===== src/rtl/sdr_pkg.sv =====
package sdr_pkg;
    typedef enum logic [1:0] {
        MODE_EDGE  = 2'b00,
        MODE_SLOW1 = 2'b01,
        MODE_SLOW2 = 2'b10,
        MODE_SLOW3 = 2'b11
    } sdr_mode_e;
endpackage


===== src/rtl/sdr_prescaler.sv =====
module sdr_prescaler #(
    parameter int DIV_A = 8,
    parameter int DIV_B = 16,
    parameter int DIV_C = 128
) (
    input  logic       clk,
    input  logic       rst_n,
    output logic [2:0] tick_o
);
    localparam int CW = $clog2(DIV_C);
    localparam int WA = $clog2(DIV_A);
    localparam int WB = $clog2(DIV_B);

    typedef struct packed {
        logic [CW-1:0] cnt;
    } pre_state_t;

    pre_state_t st_d, st_q;

    always_comb begin
        st_d     = st_q;
        st_d.cnt = st_q.cnt + 1'b1;
    end

    always_ff @(posedge clk or negedge rst_n) begin
        if (!rst_n) st_q <= '0;
        else        st_q <= st_d;
    end

    assign tick_o[0] = &st_q.cnt[WA-1:0];
    assign tick_o[1] = &st_q.cnt[WB-1:0];
    assign tick_o[2] = &st_q.cnt;
endmodule


===== src/rtl/sdr_channel.sv =====
module sdr_channel
    import sdr_pkg::*;
#(
    parameter int SAMPLES = 16
) (
    input  logic       clk,
    input  logic       rst_n,
    input  logic       req_n_i,
    input  sdr_mode_e  mode_i,
    input  logic [2:0] tick_i,
    output logic       fire_o
);
    localparam int CNTW = $clog2(SAMPLES + 1);

    typedef struct packed {
        logic            meta;
        logic            sync;
        logic            prev;
        logic [CNTW-1:0] cnt;
    } ch_state_t;

    ch_state_t st_d, st_q;
    logic      tick_sel;
    logic      fall;

    always_comb begin
        st_d      = st_q;
        st_d.meta = req_n_i;
        st_d.sync = st_q.meta;
        st_d.prev = st_q.sync;
        fall      = st_q.prev & ~st_q.sync;
        fire_o    = 1'b0;
        case (mode_i)
            MODE_SLOW1: tick_sel = tick_i[0];
            MODE_SLOW2: tick_sel = tick_i[1];
            MODE_SLOW3: tick_sel = tick_i[2];
            default:    tick_sel = 1'b0;
        endcase
        if (mode_i == MODE_EDGE) begin
            st_d.cnt = '0;
            fire_o   = fall;
        end else if (tick_sel) begin
            if (st_q.sync) begin
                st_d.cnt = '0;
            end else begin
                if (st_q.cnt != CNTW'(SAMPLES)) st_d.cnt = st_q.cnt + 1'b1;
                fire_o = (st_q.cnt == CNTW'(SAMPLES - 1));
            end
        end
    end

    always_ff @(posedge clk or negedge rst_n) begin
        if (!rst_n) begin
            st_q.meta <= 1'b1;
            st_q.sync <= 1'b1;
            st_q.prev <= 1'b1;
            st_q.cnt  <= '0;
        end else begin
            st_q <= st_d;
        end
    end
endmodule


===== src/rtl/shutdown_req_filter.sv =====
module shutdown_req_filter
    import sdr_pkg::*;
#(
    parameter int NCH     = 3,
    parameter int SAMPLES = 16,
    parameter int DIV_A   = 8,
    parameter int DIV_B   = 16,
    parameter int DIV_C   = 128
) (
    input  logic              clk,
    input  logic              rst_n,
    input  logic [NCH-1:0]    req_n_i,
    input  logic              cfg_we_i,
    input  logic [2*NCH-1:0]  cfg_wdata_i,
    output logic [2*NCH-1:0]  mode_o,
    input  logic              flag_rd_i,
    input  logic              flag_we_i,
    input  logic [NCH-1:0]    flag_wdata_i,
    output logic [NCH-1:0]    flags_o,
    output logic              shutdown_o
);
    localparam int MW = 2 * NCH;

    typedef struct packed {
        logic [MW-1:0]  mode;
        logic           locked;
        logic [NCH-1:0] flags;
        logic [NCH-1:0] armed;
    } top_state_t;

    top_state_t     st_d, st_q;
    logic [2:0]     tick;
    logic [NCH-1:0] fire;

    sdr_prescaler #(.DIV_A(DIV_A), .DIV_B(DIV_B), .DIV_C(DIV_C)) u_pre (
        .clk    (clk),
        .rst_n  (rst_n),
        .tick_o (tick)
    );

    for (genvar i = 0; i < NCH; i++) begin : g_ch
        sdr_channel #(.SAMPLES(SAMPLES)) u_ch (
            .clk     (clk),
            .rst_n   (rst_n),
            .req_n_i (req_n_i[i]),
            .mode_i  (sdr_mode_e'(st_q.mode[2*i +: 2])),
            .tick_i  (tick),
            .fire_o  (fire[i])
        );
    end

    always_comb begin
        st_d = st_q;
        if (cfg_we_i && !st_q.locked) begin
            st_d.mode   = cfg_wdata_i;
            st_d.locked = 1'b1;
        end
        if (flag_we_i) begin
            st_d.flags = st_q.flags & ~(st_q.armed & ~flag_wdata_i);
            st_d.armed = '0;
        end else if (flag_rd_i) begin
            st_d.armed = st_q.armed | st_q.flags;
        end
        st_d.flags = st_d.flags | fire;
    end

    always_ff @(posedge clk or negedge rst_n) begin
        if (!rst_n) st_q <= '0;
        else        st_q <= st_d;
    end

    assign mode_o     = st_q.mode;
    assign flags_o    = st_q.flags;
    assign shutdown_o = |st_q.flags;
endmodule


===== config.mk =====
export PLATFORM = sky130hd
export DESIGN_NAME = shutdown_req_filter
export DESIGN_NICKNAME = d
export VERILOG_FILES = /design/src/rtl/sdr_pkg.sv /design/src/rtl/sdr_prescaler.sv /design/src/rtl/sdr_channel.sv /design/src/rtl/shutdown_req_filter.sv
export SDC_FILE = /design/constraint.sdc
export NUM_CORES = 1
export LEC_CHECK = 0
export BUFFER_PORTS_ARGS = -buffer_cell sky130_fd_sc_hd__buf_2
export CORE_ASPECT_RATIO = 1.4
export CORE_MARGIN = 2
export CORE_UTILIZATION = 42
export DETAILED_ROUTE_END_ITERATION = 8
export GPL_ROUTABILITY_DRIVEN = 0
export GPL_TIMING_DRIVEN = 0
export HOLD_SLACK_MARGIN = 0.02
export SLEW_MARGIN = 20
export SYNTH_ARGS = -nofsm -noshare
export SYNTH_HDL_FRONTEND = slang
export SYNTH_HIERARCHICAL = 1
export SYNTH_SLANG_ARGS = --single-unit

===== constraint.sdc =====
create_clock -name clk -period 2.4 [get_ports clk]
set_input_delay 0.24 -clock clk [delete_from_list [all_inputs] [get_ports clk]]
set_output_delay 0.24 -clock clk [all_outputs]
set_load 0.02 [all_outputs]

Word level (Yosys, flattened, before mapping)

Index checks and enable logic that the tools add are counted.
Widths: inputs -> output; s select.

Output and inout port bits: 10
Register bits: 44
Input bits: 17
Logic and storage cells: 94

Bitwise operators: 12
Reductions and logical operators: 19
Equal/unequal tests: 15
Add/subtract/negate cells: 4
Muxes and demuxes: 27

Operators with widths:

| cell                | count |
|---|---|
| $mux 5              | 12 |
| $add 5x1->5 const B | 3 |
| $eq 5x4->1 const B  | 3 |
| $ne 5x5->1 const B  | 3 |
| $eq 2x2->1 const B  | 6 |
| $mux 1              | 9 |
| $mux 3              | 3 |
| $pmux 1 s3          | 3 |
| $reduce_bool 3->1   | 3 |
| $reduce_bool 2->1   | 4 |
| $add 7x1->7 const B | 1 |
| $reduce_and 7->1    | 1 |
| $and 3x3->3         | 2 |
| $eq 2x1->1 const B  | 3 |
| $logic_not 2->1     | 3 |
| $not 3->3           | 2 |
| $or 3x3->3          | 2 |
| $reduce_and 2->1    | 3 |
| $reduce_and 4->1    | 1 |
| $and 1x1->1         | 3 |
| $not 1->1           | 3 |
| $reduce_and 3->1    | 1 |
| $reduce_or 3->1     | 1 |
| $logic_and 1x1->1   | 1 |
| $logic_not 1->1     | 1 |

Logic depth before layout (Yosys ltp)

Gate-level depths: netlist of the first run.

Depth in word-level cells: 6
Depth in mapped cells: 9
Mapped depth without buffers: 9

Modules after synthesis

The synthesis of the first run kept the hierarchy.

Modules (own cells, without submodules):

| module              | instances | seq. area each (µm²) | area each (µm²) | cells each |
|---|---|---|---|---|
| sdr_channel         | 3         | 203.9                | 509.2           | 44 |
| shutdown_req_filter | 1         | 325.3                | 588.1           | 47 |
| sdr_prescaler       | 1         | 175.2                | 287.8           | 22 |

Least setup slack after synthesis of the first run

Ideal clock, no wire load.

Kind: register to register
Start: register u_pre/st_q[0] (netlist name)
End: register g_ch[0].u_ch/st_q[3] (netlist name)
Cell stages (with the launch flop): 8
Buffers on the path: 0
Path slack: 0.451 ns
Arrival: 1.828 ns
Required time: 2.279 ns
Clock period less this slack: 1.949 ns
Library setup time: 0.121 ns
Cells stage by stage: dfrtp_1 -> ha_1 -> nand3_1 -> or2_4 -> nor2_1 -> mux2i_2 -> a221o_2 -> a22o_1

Longest elaborated chain between the ends: 4
Elaborated cells on any way between the ends: 6
Those cells by class: mux (1); reduce/logical (5)

RTL lines:

| what                               | RTL line                  | text |
|---|---|---|
| start: declaration                 | sdr_prescaler.sv:18       | `pre_state_t st_d, st_q;` |
| start signal: assignment           | sdr_prescaler.sv:27       | `else st_q <= st_d;` |
| $reduce_and 7->1                   | sdr_prescaler.sv:32       | `assign tick_o[2] = &st_q.cnt;` |
| named net tick[2]                  | shutdown_req_filter.sv:32 | `logic [2:0] tick;` |
| $pmux 1 s3                         | sdr_channel.sv:33         | `case (mode_i)` |
| $reduce_bool 2->1 (no source line) | n/a                       |  |
| $reduce_and 2->1 (no source line)  | n/a                       |  |
| end signal: assignment             | sdr_channel.sv:59         | `st_q <= st_d;` |
| end: declaration                   | sdr_channel.sv:22         | `ch_state_t st_d, st_q;` |

The timed path passes the listed nets, and every way through them passes these cells.
A chain may end at the register's enable or synchronous reset.

Final worst setup path of the first run

Start: register u_pre/st_q[0] (netlist name)
End: register g_ch[1].u_ch/st_q[4] (netlist name)

Longest elaborated chain between the ends: 4
Elaborated cells on any way between the ends: 6
Those cells by class: mux (1); reduce/logical (5)

RTL lines:

| what                               | RTL line |
|---|---|
| $reduce_and 7->1                   | sdr_prescaler.sv:32 |
| named net tick[2]                  | shutdown_req_filter.sv:32 |
| $pmux 1 s3                         | sdr_channel.sv:33 |
| $reduce_bool 2->1 (no source line) | n/a |
| $reduce_and 2->1 (no source line)  | n/a |
| end signal: assignment             | sdr_channel.sv:59 |
| end: declaration                   | sdr_channel.sv:22 |

The timed path passes the listed nets, and every way through them passes these cells.

==> results of run 1 <==
[path summary, 6_finish.rpt]
path | start | endpoint | slack (ns) | depth (start not counted)
min in group asynchronous | rst_n | u_pre/st_q[0]$_DFF_PN0_ | 0.09 | 1
worst min register to register | g_ch[2].u_ch/st_d[6]$_DFF_PN1_ | g_ch[2].u_ch/st_d[5]$_DFF_PN1_ | 0.35 | 0
worst max-delay path | u_pre/st_q[0]$_DFF_PN0_ | g_ch[1].u_ch/st_q[4]$_DFFE_PN0P_ | 0.25 | 7
worst max register to register | u_pre/st_q[0]$_DFF_PN0_ | g_ch[1].u_ch/st_q[4]$_DFFE_PN0P_ | 0.25 | 7
max in group asynchronous | rst_n | g_ch[2].u_ch/st_q[0]$_DFFE_PN0P_ | 1.72 | 1
worst min-delay path | req_n_i[1] | g_ch[1].u_ch/st_d[6]$_DFF_PN1_ | 0.05 | 1
[cell families after synthesis]
family / after synthesis / synth area share [%]
AOI/OAI and AO/OA: 48 / 16.4
xor gates and xnor gates: 4 / 1.77
adders and majority gates: 11 / 5.73
buffers and inverters: 30 / 8.28
DFF: 44 / 46.3
muxes: 15 / 8.12
and+or+nand+nor: 49 / 13.4
[what timing repair did]
item,in CTS,in global routing
endpoints found under the setup margin,0,12
endpoints found under the hold margin,0,1
gates resized for setup,0,2
hold buffers,0,1
buffers inserted,0,0
[flip-flops by register name, indices dropped and copies added, names as in the netlist]
register	count
u_pre/st_q	7
g_ch.u_ch/st_q	18
g_ch.u_ch/st_d	6
flags_o	3
st_q	4
mode_o	6
[report_power, final]
group / internal, mW / switching, mW / total, mW
registers: 0.810 / 0.0596 / 0.870
logic: 0.207 / 0.193 / 0.400
clock network: 0.367 / 0.243 / 0.611
total: 1.38 / 0.496 / 1.88
[through the flow]
step | util, % | hold WS (ns) | std cells | setup slack, ns | power (mW)
2_1_floorplan | - | -0.0556 | 201 | 0.451 | 1.17
3_3_place_gp | 47.4 | 0.345 | 295 | 0.134 | 1.27
3_5_place_dp | 47.4 | 0.346 | 295 | 0.0488 | 1.29
4_1_cts | 49.7 | 0.0306 | 303 | 0.0280 | 1.91
5_1_grt | 50.0 | 0.0254 | 304 | 0.0686 | 2.01
6_report | 50.0 | 0.0470 | 304 | 0.246 | 1.88
[final cells by class]
cell class                 instances  area (um2)  area share [%]
clock buffer                       7        96.3            3.49
sequential                        44        1110            40.2
multi-input combinational        127        1100            39.8
timing repair buffer              27         140            5.07
clock inverter                     1        30.0            1.09
inverter                          14        52.6            1.90
tap                               68        85.1            3.08
buffer                            16         146            5.30
[cells in the final DEF (no fill, tap or decap), types with 4 or more instances in the layout]
| cell | count |
|---|---|
| a21oi_1 | 9 |
| a22o_1 | 6 |
| and3_2 | 4 |
| buf_2 | 26 |
| buf_4 | 9 |
| buf_6 | 7 |
| clkbuf_8 | 7 |
| dfrtp_1 | 35 |
| dfstp_2 | 9 |
| ha_1 | 11 |
| inv_1 | 14 |
| mux2_4 | 6 |
| nand3_1 | 8 |
| nor2_1 | 10 |
[routing by layer]
metal / GRT usage (%) / vias up
met4: 6.83 / 0
met3: 3.37 / 8
met1: 17.4 / 800
met2: 27.3 / 28
li1: - / 794
met5: 0 / -
[worst reg2reg max path: stages, from the launching register on]
cell,delay [ns]
dfrtp_1,0.38
ha_1,0.20
nand3_1,0.07
or2_4,0.25
nor2_2,0.24
mux2i_2,0.19
a221oi_1,0.53
o22ai_1,0.16
==> results.md, run 1 <==
- Yosys reg bits: 44
- Area growth from synthesis to layout: 15.0%
- Avg Cell Area, Syn: 12.0 um2
- Final clock period utilization by the worst path: 89.7%
- Iter 0 DRT Violations: 45
- P per Cell Area: 680 nW/um2
- Core area: 5530 um2
- Final HPWL DP: 3.18 mm
- Worst-Margin Slew: 0.938 ns
- Crit start category: flip-flop
- Initial antenna violation count: 0
- Seq/Total Area, Yosys: 46.3%
- Leading area contributor after synthesis: dfrtp_1
- Htree depth: 2
- Final Hold Fails: 0
- Main flop type after synthesis: dfrtp_1
- Full die area: 6350 um2
- Post-route ant nets: 0
- Via count: 1630
- CTS Root Cell: clkbuf_8
- Leakage power: 1.23 nW
- Delay-heaviest family, CP: compound AO/OA/AOI/OAI gates
- Critical Path RT: 2.56 ns
- Clock sink count: 44
- # fillers: 518
- Drt wl/cell: 14.1 um
- Syn Nets: 229
- Post-synth EDFFs: 0
- Worst slew margin: 37.5%
- Max VDD drop: 0.358 mV
- TritonCTS clock tree: done
- RSZ-0062 raised after global routing: no
- M1 WL: 1.83 mm
- Max-slew violations: 0
- WL met3: 149 um
- Top post-synthesis cells by count: dfrtp_1, inv_1, ha_1, nor2_1
- Global route total overflow: 0
- Port-buffer cells: 26
- Post-synthesis instance total: 201
- CP peak stage delay: 0.53 ns
- Setup_tns: 0 ns
- Ys Warns: 6
- Clk Latency, worst-skew pair: 0.29 ns
- Min-Delay Path Class: in -> reg
- Post-route DRC: 0
- Fmax: 0.464 GHz
- Largest net degree at the start of global routing: 45
- First-pass GRT wire length: 7.47 mm
- Critical Path AT: 2.31 ns
- Final nets: 263
- Worst Clk Skew: 0.0117 ns
- Row cnt: 32
- Post-Layout Inst Area: 2760 um2
- Diodes inserted: 0
- Placed instance area: 2620 um2
- CP max-delay cell: a221oi_1
- Vias in the first global route: 1698
- CP cell instances: ha_1 -> nand3_1 -> or2_4 -> nor2_2 -> mux2i_2 -> a221oi_1 -> o22ai_1
- Total track usage: 15.5%
- DR top layer: met4
- Share of layout cells above drive strength 1: 41.9%
- Initial Utilization: 43.5%
- Crit path kind: reg -> reg
- Max-cap violation count: 0
- Top-count cell post-synth: dfrtp_1
- Final WL: 4.29 mm
- Bufs on Longest Clock Path: 2
- Min Clock Period, post-route: 2.15 ns
- Worst-path fanout max: 6
- Via density: 5.36
- # IOs: 27
- Die height: 93.5 um
- CTS clk-pin slew, worst paths: 0.09 ns
- TritonCTS Buffers: 5
- Yosys cell types: 41
- WL met2: 2.21 mm
- Fraction of registers with async set/reset: 100%
- Drt first pass iters: 4
- Cell Area, Synth: 2400 um2
- Status: complete, no violations
- Worst Path Buf+Inv: 0
- DIE WIDTH: 67.9 um
- Synth top area cells: dfrtp_1, dfstp_2, ha_1, mux2_4, buf_6
- Final setup violation count: 0
- Synth top area share: 36.4%
- Crit. End Element: flip-flop
Note: power is estimated with default switching activity, not from simulation.
==> run 2: changes to the inputs <==
--- a/config.mk
+++ b/config.mk
@@ -13,6 +13,8 @@
 export GPL_ROUTABILITY_DRIVEN = 0
 export GPL_TIMING_DRIVEN = 0
 export HOLD_SLACK_MARGIN = 0.02
+export PLACE_DENSITY = 0.67
+export SKIP_CTS_REPAIR_TIMING = 1
 export SLEW_MARGIN = 20
 export SYNTH_ARGS = -nofsm -noshare
 export SYNTH_HDL_FRONTEND = slang
==> results.md, run 2 (synthesized netlist as in run 1, its figures left out) <==
- Status: complete, no violations
- Bufs on Longest Clock Path: 2
- Final clock period utilization by the worst path: 89.7%
- Final setup violation count: 0
- Die height: 93.5 um
- Max reg flops: 18
- Largest net degree at the start of global routing: 45
- Fmax: 0.464 GHz
- Biggest register: g_ch.u_ch/st_q
- RSZ-0062 raised after global routing: no
- Min-Delay Path Class: in -> reg
- FF/Latch Area: 1110 um2
- CTS Root Cell: clkbuf_8
- Post-route ant nets: 0
- Setup_tns: 0 ns
- Global route total overflow: 0
- Post-route DRC: 0
- TritonCTS Buffers: 5
- Core area: 5530 um2
- Hold Crit Start: req_n_i[1]
- FF-to-FF End: g_ch[0].u_ch/st_q[4]$_DFFE_PN0P_
- Total track usage: 15.3%
- Initial antenna violation count: 0
- Hold path cells: 1
- # fillers: 515
- CP max-delay cell: a221oi_1
- Min Clock Period, post-route: 2.15 ns
- Via count: 1616
- # IOs: 27
- Multi-input logic area: 1110 um2
- Commonest non-fill, non-tap cells in the layout: dfrtp_1, buf_2, inv_1, ha_1, nor2_1
- Area growth from synthesis to layout: 13.3%
- Row cnt: 32
- TritonCTS clock tree: done
- Iter 0 DRT Violations: 47
- Htree depth: 2
- First-pass GRT wire length: 7.36 mm
- Worst Clk Skew: 0.00731 ns
- Diodes inserted: 0
- Clk Latency, worst-skew pair: 0.29 ns
- Drt first pass iters: 4
- Worst slew margin: 36.6%
- Worst-Margin Slew: 0.951 ns
- Leakage power: 1.21 nW
- Final Hold Fails: 0
- Via density: 5.33
- Final nets: 262
- Full die area: 6350 um2
- Crit path kind: reg -> reg
- Drt wl/cell: 13.8 um
- R2r worst-path depth: 7
- Share of layout cells above drive strength 1: 41.7%
- Crit. End Element: flip-flop
- Worst-path fanout max: 6
- Critical Path AT: 2.30 ns
- Max-cap violation count: 0
- CP peak stage delay: 0.49 ns
- Worst hold endpoint: g_ch[1].u_ch/st_d[6]$_DFF_PN1_
- Regs by FF count: g_ch.u_ch/st_q x18, u_pre/st_q x7
- CTS clk-pin slew, worst paths: 0.08 ns
- Fin util: 49.3%
- Reg2reg setup slack: 0.25 ns
- Max VDD drop: 0.381 mV
- Crit start category: flip-flop
- Initial Utilization: 43.5%
- Clock sink count: 44
- DIE WIDTH: 67.9 um
- Commonest non-fill, non-tap cell in the layout: dfrtp_1
- Final HPWL DP: 2.98 mm
- CP cell instances: ha_1 -> nand3_1 -> or2_4 -> nor2_2 -> mux2i_2 -> a221oi_1 -> o22ai_1
- P per Cell Area: 640 nW/um2
- R2r startpoint: u_pre/st_q[0]$_DFF_PN0_
- Max-slew violations: 0
- Port-buffer cells: 26
- Final WL: 4.19 mm
- Critical Path RT: 2.55 ns
- Vias in the first global route: 1673
-- run 2: cell type report --
cell class	instances	area share [%]
Clock buffer	8	3.31
Multi-Input combinational cell	127	40.7
Tap cell	68	3.12
Inverter	14	1.93
Buffer	16	5.37
Sequential cell	44	40.8
Timing Repair Buffer	26	4.78
-- run 2: metrics by stage --
step	worst slack, ns	cell area (um2)	hold WS (ns)	std cells	total power [mW]
floorplan	0.451	2400	-0.0556	201	1.17
global placement	0.153	2620	0.345	295	1.27
detailed placement	0.0783	2620	0.347	295	1.28
CTS	0.0201	2710	0.0366	303	1.76
global route	0.0916	2720	0.0260	303	1.85
finish	0.247	2720	0.0434	303	1.74
-- run 2: report_power, final --
part	internal, mW	switching (mW)
clock	0.235	0.242
sequential	0.810	0.0586
combinational	0.207	0.192
total	1.25	0.492
-- run 2: per-layer routing --
metal  track usage (%)  wire length, um  up-vias
li1                  -                -      792
met1              19.3             1870      779
met2              24.9             2050       35
met3              2.53              158       10
met4              7.50              102        0
met5                 0                0        -
-- run 2: worst max-delay path by stage --
stage | slack (ns) | startpoint | cells past startpoint | endpoint
after floorplan | 0.45 | u_pre/st_q[0]$_DFF_PN0_ | 7 | g_ch[0].u_ch/st_q[3]$_DFFE_PN0P_
after global placement | 0.15 | u_pre/st_q[0]$_DFF_PN0_ | 7 | g_ch[2].u_ch/st_q[4]$_DFFE_PN0P_
after detailed placement | 0.08 | u_pre/st_q[0]$_DFF_PN0_ | 7 | g_ch[2].u_ch/st_q[4]$_DFFE_PN0P_
after CTS | 0.02 | u_pre/st_q[0]$_DFF_PN0_ | 7 | g_ch[1].u_ch/st_q[4]$_DFFE_PN0P_
after global routing | 0.09 | u_pre/st_q[0]$_DFF_PN0_ | 7 | g_ch[0].u_ch/st_q[4]$_DFFE_PN0P_
final | 0.25 | u_pre/st_q[0]$_DFF_PN0_ | 7 | g_ch[0].u_ch/st_q[4]$_DFFE_PN0P_
-- run 2: worst max-delay path, delay by kind of cell, from the launching register on --
kind            cells  cell delay, ns
compound gates      2            0.67
simple gates        3            0.59
flops               1            0.38
fa+ha+maj           1            0.20
mux                 1            0.18
